--- src/rtl/spi_port_pkg.sv ---
package spi_port_pkg;
  localparam int DATA_W   = 8;
  localparam int MAX_HALF = 32;
  localparam int HALF_W   = $clog2(MAX_HALF) + 1;

  localparam logic [3:0] MD_FAST  = 4'b0000;
  localparam logic [3:0] MD_MID   = 4'b0001;
  localparam logic [3:0] MD_SLOW  = 4'b0010;
  localparam logic [3:0] MD_TIMER = 4'b0011;
  localparam logic [3:0] MD_FOL_S = 4'b0100;
  localparam logic [3:0] MD_FOL_F = 4'b0101;

  // system clocks per SCK half period for the divider-based master modes
  function automatic logic [HALF_W-1:0] half_period(input logic [3:0] m);
    case (m[1:0])
      2'd0:    return HALF_W'(2);
      2'd1:    return HALF_W'(8);
      default: return HALF_W'(MAX_HALF);
    endcase
  endfunction

  function automatic logic is_master(input logic [3:0] m);
    return m[3:2] == 2'b00;
  endfunction

  function automatic logic is_follower(input logic [3:0] m);
    return (m == MD_FOL_S) || (m == MD_FOL_F);
  endfunction
endpackage

--- src/rtl/spi_port_sync.sv ---
module spi_port_sync #(
  parameter int W = 1,
  parameter logic [W-1:0] RST = '0
) (
  input  logic         clk,
  input  logic         rst_n,
  input  logic [W-1:0] d,
  output logic [W-1:0] q
);
  logic [W-1:0] meta;
  always_ff @(posedge clk or negedge rst_n) begin
    if (!rst_n) begin
      meta <= RST;
      q    <= RST;
    end else begin
      meta <= d;
      q    <= meta;
    end
  end
endmodule

--- src/rtl/spi_port_clkgen.sv ---
module spi_port_clkgen
  import spi_port_pkg::*;
(
  input  logic              clk,
  input  logic              rst_n,
  input  logic              run,
  input  logic              use_tmr,
  input  logic              tmr_pulse,
  input  logic [HALF_W-1:0] half,
  output logic              tick
);
  logic [HALF_W-1:0] cnt;
  logic              wrap;

  assign wrap = (cnt == half - HALF_W'(1));
  assign tick = run && (use_tmr ? tmr_pulse : wrap);

  always_ff @(posedge clk or negedge rst_n) begin
    if (!rst_n)            cnt <= '0;
    else if (!run)         cnt <= '0;
    else if (!use_tmr)     cnt <= wrap ? '0 : cnt + HALF_W'(1);
  end
endmodule

--- src/rtl/spi_port_shifter.sv ---
module spi_port_shifter #(
  parameter int DW = 8
) (
  input  logic          clk,
  input  logic          rst_n,
  input  logic          clear,
  input  logic          lead,
  input  logic          trail,
  input  logic          load,
  input  logic [DW-1:0] load_data,
  input  logic          sdi,
  output logic          sdo,
  output logic          active,
  output logic          done,
  output logic [DW-1:0] rx_data
);
  localparam int CW = $clog2(DW + 1);

  logic [DW-1:0] sr;
  logic          rx_bit;
  logic          led;
  logic [CW-1:0] cnt;
  logic          shift;

  assign shift   = trail && led;
  assign done    = shift && (cnt == CW'(DW - 1));
  assign rx_data = {sr[DW-2:0], rx_bit};
  assign sdo     = sr[DW-1];
  assign active  = led || (cnt != '0);

  always_ff @(posedge clk or negedge rst_n) begin
    if (!rst_n) begin
      sr     <= '0;
      rx_bit <= 1'b0;
      led    <= 1'b0;
      cnt    <= '0;
    end else if (clear) begin
      led <= 1'b0;
      cnt <= '0;
    end else begin
      if (load) sr <= load_data;
      if (lead) begin
        rx_bit <= sdi;
        led    <= 1'b1;
      end else if (shift) begin
        sr  <= {sr[DW-2:0], rx_bit};
        led <= 1'b0;
        cnt <= done ? '0 : cnt + CW'(1);
      end
    end
  end
endmodule

--- src/rtl/spi_port.sv ---
module spi_port
  import spi_port_pkg::*;
(
  input  logic              clk,
  input  logic              rst_n,
  input  logic              tmr_pulse,
  input  logic              ctl_wr,
  input  logic [7:0]        ctl_wdata,
  output logic [7:0]        ctl_rdata,
  input  logic              buf_wr,
  input  logic [DATA_W-1:0] buf_wdata,
  input  logic              buf_rd,
  output logic [DATA_W-1:0] buf_rdata,
  output logic              buf_full,
  output logic              port_en,
  input  logic              sck_i,
  output logic              sck_o,
  output logic              sck_oe,
  input  logic              sdi_i,
  output logic              sdo_o,
  output logic              sdo_oe,
  input  logic              ss_n_i
);
  // control fields
  logic       f_wcol, f_ovf, f_en, f_ckp;
  logic [3:0] f_mode;

  // named internal events
  logic master_m, slave_m, en_ok, xfer_active, wr_ok, set_wcol, set_ovf, store;
  logic m_busy, m_tick, sck_lvl;
  logic sck_s, ss_s, sck_p, s_edge, ss_ok, sh_clear;
  logic lead, trail, sh_active, rx_done, sh_sdo;
  logic [DATA_W-1:0] rx_data, rxbuf;

  assign master_m    = is_master(f_mode);
  assign slave_m     = is_follower(f_mode);
  assign en_ok       = f_en && (master_m || slave_m);
  assign xfer_active = en_ok && (master_m ? m_busy : sh_active);
  assign wr_ok       = buf_wr && en_ok && !xfer_active;
  assign set_wcol    = buf_wr && en_ok && xfer_active;
  assign set_ovf     = rx_done && slave_m && buf_full && !buf_rd;
  assign store       = rx_done && !set_ovf;

  spi_port_sync #(.W(2), .RST(2'b01)) u_sync (
    .clk(clk), .rst_n(rst_n), .d({sck_i, ss_n_i}), .q({sck_s, ss_s})
  );

  spi_port_clkgen u_clk (
    .clk(clk), .rst_n(rst_n), .run(m_busy), .use_tmr(f_mode == MD_TIMER),
    .tmr_pulse(tmr_pulse), .half(half_period(f_mode)), .tick(m_tick)
  );

  assign s_edge   = (sck_s != sck_p);
  assign ss_ok    = (f_mode == MD_FOL_F) || !ss_s;
  assign sh_clear = !en_ok || ((f_mode == MD_FOL_S) && ss_s);
  assign lead     = master_m ? (m_tick && sck_lvl == f_ckp)
                             : (s_edge && ss_ok && sck_p == f_ckp);
  assign trail    = master_m ? (m_tick && sck_lvl != f_ckp)
                             : (s_edge && ss_ok && sck_p != f_ckp);

  spi_port_shifter #(.DW(DATA_W)) u_sh (
    .clk(clk), .rst_n(rst_n), .clear(sh_clear), .lead(lead), .trail(trail),
    .load(wr_ok), .load_data(buf_wdata), .sdi(sdi_i), .sdo(sh_sdo),
    .active(sh_active), .done(rx_done), .rx_data(rx_data)
  );

  always_ff @(posedge clk or negedge rst_n) begin
    if (!rst_n) begin
      f_wcol <= 1'b0; f_ovf <= 1'b0; f_en <= 1'b0; f_ckp <= 1'b0;
      f_mode <= '0;
    end else begin
      if (ctl_wr) begin
        f_wcol <= ctl_wdata[7] | set_wcol;
        f_ovf  <= ctl_wdata[6] | set_ovf;
        f_en   <= ctl_wdata[5];
        f_ckp  <= ctl_wdata[4];
        f_mode <= ctl_wdata[3:0];
      end else begin
        f_wcol <= f_wcol | set_wcol;
        f_ovf  <= f_ovf | set_ovf;
      end
    end
  end

  always_ff @(posedge clk or negedge rst_n) begin
    if (!rst_n) begin
      m_busy  <= 1'b0;
      sck_lvl <= 1'b0;
      sck_p   <= 1'b0;
    end else begin
      sck_p <= sck_s;
      if (!en_ok || !master_m)  m_busy <= 1'b0;
      else if (wr_ok)           m_busy <= 1'b1;
      else if (rx_done)         m_busy <= 1'b0;
      if (!m_busy)              sck_lvl <= f_ckp;
      else if (m_tick)          sck_lvl <= ~sck_lvl;
    end
  end

  always_ff @(posedge clk or negedge rst_n) begin
    if (!rst_n) begin
      rxbuf    <= '0;
      buf_full <= 1'b0;
    end else if (store) begin
      rxbuf    <= rx_data;
      buf_full <= 1'b1;
    end else if (buf_rd) begin
      buf_full <= 1'b0;
    end
  end

  assign ctl_rdata = {f_wcol, f_ovf, f_en, f_ckp, f_mode};
  assign buf_rdata = rxbuf;
  assign port_en   = en_ok;
  assign sck_o     = master_m ? sck_lvl : f_ckp;
  assign sck_oe    = en_ok && master_m;
  assign sdo_o     = sh_sdo;
  assign sdo_oe    = en_ok && (master_m || ss_ok);
endmodule

--- config.mk ---
export PLATFORM = sky130hd
export DESIGN_NAME = spi_port
export DESIGN_NICKNAME = d
export VERILOG_FILES = /design/src/rtl/spi_port_pkg.sv /design/src/rtl/spi_port_sync.sv /design/src/rtl/spi_port_clkgen.sv /design/src/rtl/spi_port_shifter.sv /design/src/rtl/spi_port.sv
export SDC_FILE = /design/constraint.sdc
export NUM_CORES = 1
export LEC_CHECK = 0
export ABC_AREA = 1
export BUFFER_PORTS_ARGS = -buffer_cell sky130_fd_sc_hd__clkbuf_2
export CORE_MARGIN = 5
export CORE_UTILIZATION = 55
export CTS_CLUSTER_SIZE = 40
export DETAILED_ROUTE_END_ITERATION = 8
export PLACE_DENSITY = 0.91
export SLEW_MARGIN = 20
export SYNTH_ARGS = -nofsm -noshare
export SYNTH_HDL_FRONTEND = slang
export SYNTH_SLANG_ARGS = --single-unit
--- constraint.sdc ---
create_clock -name clk -period 2.7 [get_ports clk]
set_input_delay 0.135 -clock clk [delete_from_list [all_inputs] [get_ports clk]]
set_output_delay 0.135 -clock clk [all_outputs]
set_load 0.02 [all_outputs]
Yosys cells after proc, flatten, opt, wreduce, memory -nomap -nowiden --
Index checks and enable logic that the tools add are counted.
Word-level totals: bits in registers 44, input port bits 25, output and inout port bits 22, word-level logic and storage cells 110
Cells by class: add/subtract/negate cells 3, equality and inequality tests 14, mux-type cells 28, bitwise operators 6, reductions and logical operators 42
Operator list (count):
- $mux 8 | 3
- $logic_and 1x1->1 | 20
- $mux 6 | 3
- $mux 1 | 17
- $mux 4 | 4
- $eq 4x3->1 const B | 3
- $pmux 6 s2 | 1
- $logic_or 1x1->1 | 7
- $add 6x1->6 const B | 1
- $eq 6x6->1 | 1
- $logic_not 1->1 | 6
- $reduce_bool 3->1 | 2
- $sub 6x1->6 const B | 1
- $add 4x1->4 const B | 1
- $eq 4x2->1 const B | 1
- $logic_not 2->1 | 2
- $ne 2x2->1 const B | 2
- $or 1x1->1 | 4
- $reduce_and 2->1 | 2
- $reduce_bool 2->1 | 2
- $reduce_bool 4->1 | 1
- $ne 1x1->1 | 3
- $eq 1x1->1 | 2
- $eq 2x1->1 const B | 1
- other kinds (2) | 3

Depth between registers and ports, before layout --
word-level depth 16, depth in mapped cells 17, mapped depth without buffers 16

Modules after synthesis --
A second synthesis with hierarchy kept.
Second synthesis, totals: cell total of the unflattened synthesis 330, area, all modules 2548.7 um2
Modules (own cells, without submodules):
- spi_port | times used 1, cells each 120, area each 1026.0 um2, seq. area each 500.5 um2
- spi_port_shifter | times used 1, cells each 120, area each 854.6 um2, seq. area each 350.3 um2
- spi_port_clkgen | times used 1, cells each 86, area each 565.5 um2, seq. area each 150.1 um2
- spi_port_sync | times used 1, cells each 4, area each 102.6 um2, seq. area each 102.6 um2

Least setup slack after synthesis --
Ideal clock, no wire load.
kind register to register, start point reg f_mode[1], end point reg rxbuf[5], in the netlist buf_rdata[5], setup time 118 ps, data arrival time 1927 ps, data required time 2582 ps, slack 655 ps, cell stages (with the launch flop) 16, path buffers 1, period minus slack after synthesis 2045 ps, cell sequence dfrtp_1 -> nor2_1 -> inv_2 -> ha_1 -> inv_1 -> nand2_1 -> nand2_1 -> nor2_1 -> nand3_1 -> nand2_1 -> nand2_2 -> nand2_2 -> nand4_4 -> buf_6 -> nand2_1 -> o21ai_2
On the way: longest elaborated chain between the ends 15, elaborated cells between the ends (all ways) 23, those cells by class add/sub: 1; eq/ne: 5; mux: 3; reduce/logical: 14
Ends and longest elaborated chain:
- start, declared | RTL line spi_port.sv:26 | logic [3:0] f_mode;
- start signal, assigned | RTL line spi_port.sv:77 | f_mode <= ctl_wdata[3:0];
- $eq 2x1->1 or $logic_not 2->1 (tied branches) | RTL line spi_port_pkg.sv:15 | case (m[1:0])
- $pmux 6 s2 | RTL line spi_port_pkg.sv:15
- $sub 6x1->6 | RTL line spi_port_clkgen.sv:15 | assign wrap = (cnt == half - HALF_W'(1));
- $eq 6x6->1 | RTL line spi_port_clkgen.sv:15
- $mux 1 | RTL line spi_port_clkgen.sv:16 | assign tick = run && (use_tmr ? tmr_pulse : wrap);
- $logic_and 1x1->1 | RTL line spi_port_clkgen.sv:16
- $logic_and 1x1->1 | RTL line spi_port.sv:58 | assign trail = master_m ? (m_tick && sck_lvl != f_ckp)
- $mux 1 | RTL line spi_port.sv:58
- $logic_and 1x1->1 | RTL line spi_port_shifter.sv:25 | assign shift = trail && led;
- $logic_and 1x1->1 | RTL line spi_port_shifter.sv:26 | assign done = shift && (cnt == CW'(DW - 1));
- $logic_and 1x1->1 (3 in series) | RTL line spi_port.sv:41 | assign set_ovf = rx_done && slave_m && buf_full && !buf_rd;
- $logic_not 1->1 | RTL line spi_port.sv:42 | assign store = rx_done && !set_ovf;
- $logic_and 1x1->1 (*) | RTL line spi_port.sv:42
- end signal, assigned | RTL line spi_port.sv:105 | rxbuf <= rx_data;
- end, declared | RTL line spi_port.sv:33 | logic [DATA_W-1:0] rx_data, rxbuf;
Mark *: on every way between the ends. The rest lies on a longest branch, timed or not. A chain may end at the register's enable or synchronous reset.

Worst setup path after layout --
start point reg f_mode[1], end point reg u_sh.cnt[1]
On the way: longest elaborated chain between the ends 14, elaborated cells between the ends (all ways) 33, those cells by class add/sub: 1; eq/ne: 6; mux: 8; reduce/logical: 18
Ends and longest elaborated chain:
- $eq 2x1->1 or $logic_not 2->1 (tied branches) | RTL line spi_port_pkg.sv:15
- $pmux 6 s2 | RTL line spi_port_pkg.sv:15
- $sub 6x1->6 | RTL line spi_port_clkgen.sv:15
- $eq 6x6->1 | RTL line spi_port_clkgen.sv:15
- $mux 1 | RTL line spi_port_clkgen.sv:16
- $logic_and 1x1->1 | RTL line spi_port_clkgen.sv:16
- $logic_and 1x1->1 | RTL line spi_port.sv:58
- $mux 1 | RTL line spi_port.sv:58
- $logic_and 1x1->1 | RTL line spi_port_shifter.sv:25
- $logic_and 1x1->1 | RTL line spi_port_shifter.sv:26
- $mux 4 | RTL line spi_port_shifter.sv:48 | cnt <= done ? '0 : cnt + CW'(1);
- $mux 4 | RTL line spi_port_shifter.sv:45 | end else if (shift) begin
- $mux 4 | RTL line spi_port_shifter.sv:42 | if (lead) begin
- $mux 4 | RTL line spi_port_shifter.sv:37 | end else if (clear) begin
- end signal, assigned | RTL line spi_port_shifter.sv:48
- end, declared | RTL line spi_port_shifter.sv:22 | logic [CW-1:0] cnt;
Parallel ways exist; a longest one is shown, timed or not. The select of a mux whose other input is x is not followed.

==> metrics <==
met2 Track Usage GR 32.1%; Critical Path Sink Type register; number of synthesized register bits 44; Synth cell types 30; commonest non-fill, non-tap cell in the layout nand2_1; Hold Vio Cnt, Final 0; HP Class input pin to register; Final GP Congestion 0.897; FP Rows 23; total gr overflow 0; WL per Instance 12.7 um; Post-DP HPWL 3720 um; height of the chip 75.6 um; Die Wd 75.6 um; Pint 1.19 mW; Final setup viols 0; Seq/Total Area, Yosys 46.6%; crit-path cells nor2_1, inv_2, ha_1, inv_1, nand2_1, nand2_1, nor2_1, nand3_1, nand2_1, nand2_2, nand2_2, nand2_2, nor2_4, nand2_1, o21ai_1; worst skew pair latency 0.29 ns; Pwr per Cell Area 615 nW/um^2; Yosys warnings 0; Hold WS 0.0491 ns; routed wire length 4960 um; most frequent cells in the layout 83 x nand2_1, 46 x clkbuf_2, 42 x dfrtp_1, 40 x inv_1, 26 x nand3_1; number of remaining DRC errors 0; Slew HR 56.3%; CP max-delay cell dfrtp_1; vias post-DR 2,009; most frequent CP cell nand2_1; total clock sinks 44; crit path DAT 2.57 ns; H-tree depth 2; CP top delay family simple AND/OR/NAND/NOR gates; Starting Density 58.0%; sequential cell fraction of total power 48.4%; met3 GRT Util 3.96%; Max Clock Skew 0.00639 ns; grt met1 use 26.1%; worst vdd rail ir drop 0.000348 V; Startpoint Class register; syn_nets 320; P&R area growth vs syn 16.5%; Main synth FF type dfrtp_1; n_diodes 0; Final TNS setup 0 ns; cts bufs inserted 5; Cells after Synth 291; initial antenna violation count 0; Tmin final 2.36 ns; logic gate share of total power 20.1%; Net Switching 0.505 mW; Max Cap Violations 0; root cell of the clock tree clkbuf_8; total track usage 19.6%; Syn Area/Cell 8.14 um^2; placed standard-cell area 2600 um^2; status completed; core area 4090 um^2; port bufs 46; drt initial violations 160; Antenna Violating Nets Remaining 0; largest net degree at the start of global routing 28; fin area 2760 um^2; global route hottest layer met2; Via density 5.15; Post-Syn Area 2370 um^2; switching part of the total 29.8%; vias in the first global route 1,897; RSZ-0062 raised after global routing false; WP buf/inv 2; clock buffer depth 2; CP required 2.91 ns; Highest Clock Rate 424 MHz; CP Max Fanout 11; global-route wire length before repair 8670 um; First-pass DRT Iterations 4; Worst-Margin Slew 0.656 ns; Final period util 87.3%; Synth async-reset ratio 100%; leakage 1.45 nW; die footprint 5720 um^2; Slew Viols, Final 0; CTS tree done; share of cells above drive strength 1 26.8%; clock slew at reported path FFs 0.08 ns; critical path start-end classification register to register; final net count 368; CP max stage delay 0.47 ns; I/O pins 47; Clock power frac 31.6%; number of synthesized flops with an enable pin 0
-- power by group through the flow --
| stage | combinational (mW) | clock (mW) | sequential, mW |
|---|---|---|---|
| after floorplan | 0.234 | 0 | 0.825 |
| after global placement | 0.323 | 0 | 0.830 |
| after detailed placement | 0.337 | 0 | 0.831 |
| after CTS | 0.343 | 0.547 | 0.820 |
| after global routing | 0.390 | 0.573 | 0.838 |
| final | 0.340 | 0.536 | 0.821 |
-- registers in the layout (all words and copies together), names as in the netlist --
register and count:
u_sh.rx_bit 1, f_en 1, u_sh.cnt 4, sck_lvl 1, f_mode 4, buf_rdata 8, f_wcol 1, f_ovf 1
buf_full 1, u_sh.led 1, u_clk.cnt 6, f_ckp 1, u_sync.meta 2, sck_p 1, u_sh.sr 8, m_busy 1
u_sync.q 2
-- worst paths after layout --
path,start,end,slack (ns),cells past startpoint
min in group asynchronous,rst_n,f_ckp,0.40,2
worst max register to register,f_mode[1],u_sh.cnt[1],0.34,15
worst min register to register,u_sync.meta[0],u_sync.q[0],0.36,0
max in group asynchronous,rst_n,u_sh.cnt[3],1.61,3
worst min-delay path,buf_rd,buf_full,0.05,2
worst max-delay path,f_mode[1],u_sh.cnt[1],0.34,15
-- what timing repair did --
action	in CTS	in global routing
endpoints found under the hold margin	26	0
setup endpoints to repair	0	7
setup buffers	0	0
hold buffers	3	0
resized for setup	0	1
-- Yosys cell counts, types with 6 or more instances --
| library cell | n | area share (%) |
|---|---|---|
| nor2_1 | 11 | 1.7 |
| o21ai_2 | 10 | 3.7 |
| dfrtp_1 | 42 | 44 |
| o21ai_0 | 24 | 5.1 |
| nand2_1 | 83 | 13 |
| nand3_1 | 26 | 5.5 |
| inv_2 | 6 | 0.95 |
| inv_1 | 40 | 6.3 |
-- through the flow --
step                      setup slack (ns)  instances  util [%]  power (mW)
after floorplan                      0.655        291         -        1.06
after detailed placement             0.322        379      63.6        1.17
after global routing                 0.117        390      67.5        1.80
final                                0.342        390      67.5        1.70
after global placement               0.452        379      63.6        1.15
after CTS                            0.270        390      67.4        1.71
-- cells by family (layout without fill, tap and decap cells) --
logic type | count (synthesis) | after routing | synth area share (%)
compound gates | 40 | 40 | 10.6
xor+xnor | 4 | 4 | 1.48
fa+ha+maj | 4 | 4 | 2.11
buf+inv | 56 | 105 | 10.6
flops | 44 | 44 | 46.6
mux | 4 | 4 | 1.80
simple gates | 139 | 139 | 26.9
-- final cells by class --
type	count	area (um^2)
clock buffer	7	96.3
multi-input combinational	191	1020
tap	50	62.6
timing repair buffer	51	275
fill	315	1330
clock inverter	1	30.0
sequential	44	1100
inverter	46	173
-- layer usage --
layer / share of wire (%) / wire [um]
met1: 42 / 2090
met2: 51 / 2540
met3: 5.4 / 266
met4: 1.2 / 61
met5: 0 / 0
-- worst register-to-register path, cell delays in order, from the launching register on --
cell and delay, ns:
dfrtp_1 0.47, nor2_1 0.21, inv_2 0.06, ha_1 0.29, inv_1 0.04, nand2_1 0.04
nand2_1 0.05, nor2_1 0.08, nand3_1 0.09, nand2_1 0.10, nand2_2 0.09, nand2_2 0.11
nand2_2 0.18, nor2_4 0.28, nand2_1 0.09, o21ai_1 0.09
Power figures use the tool's default switching activity.
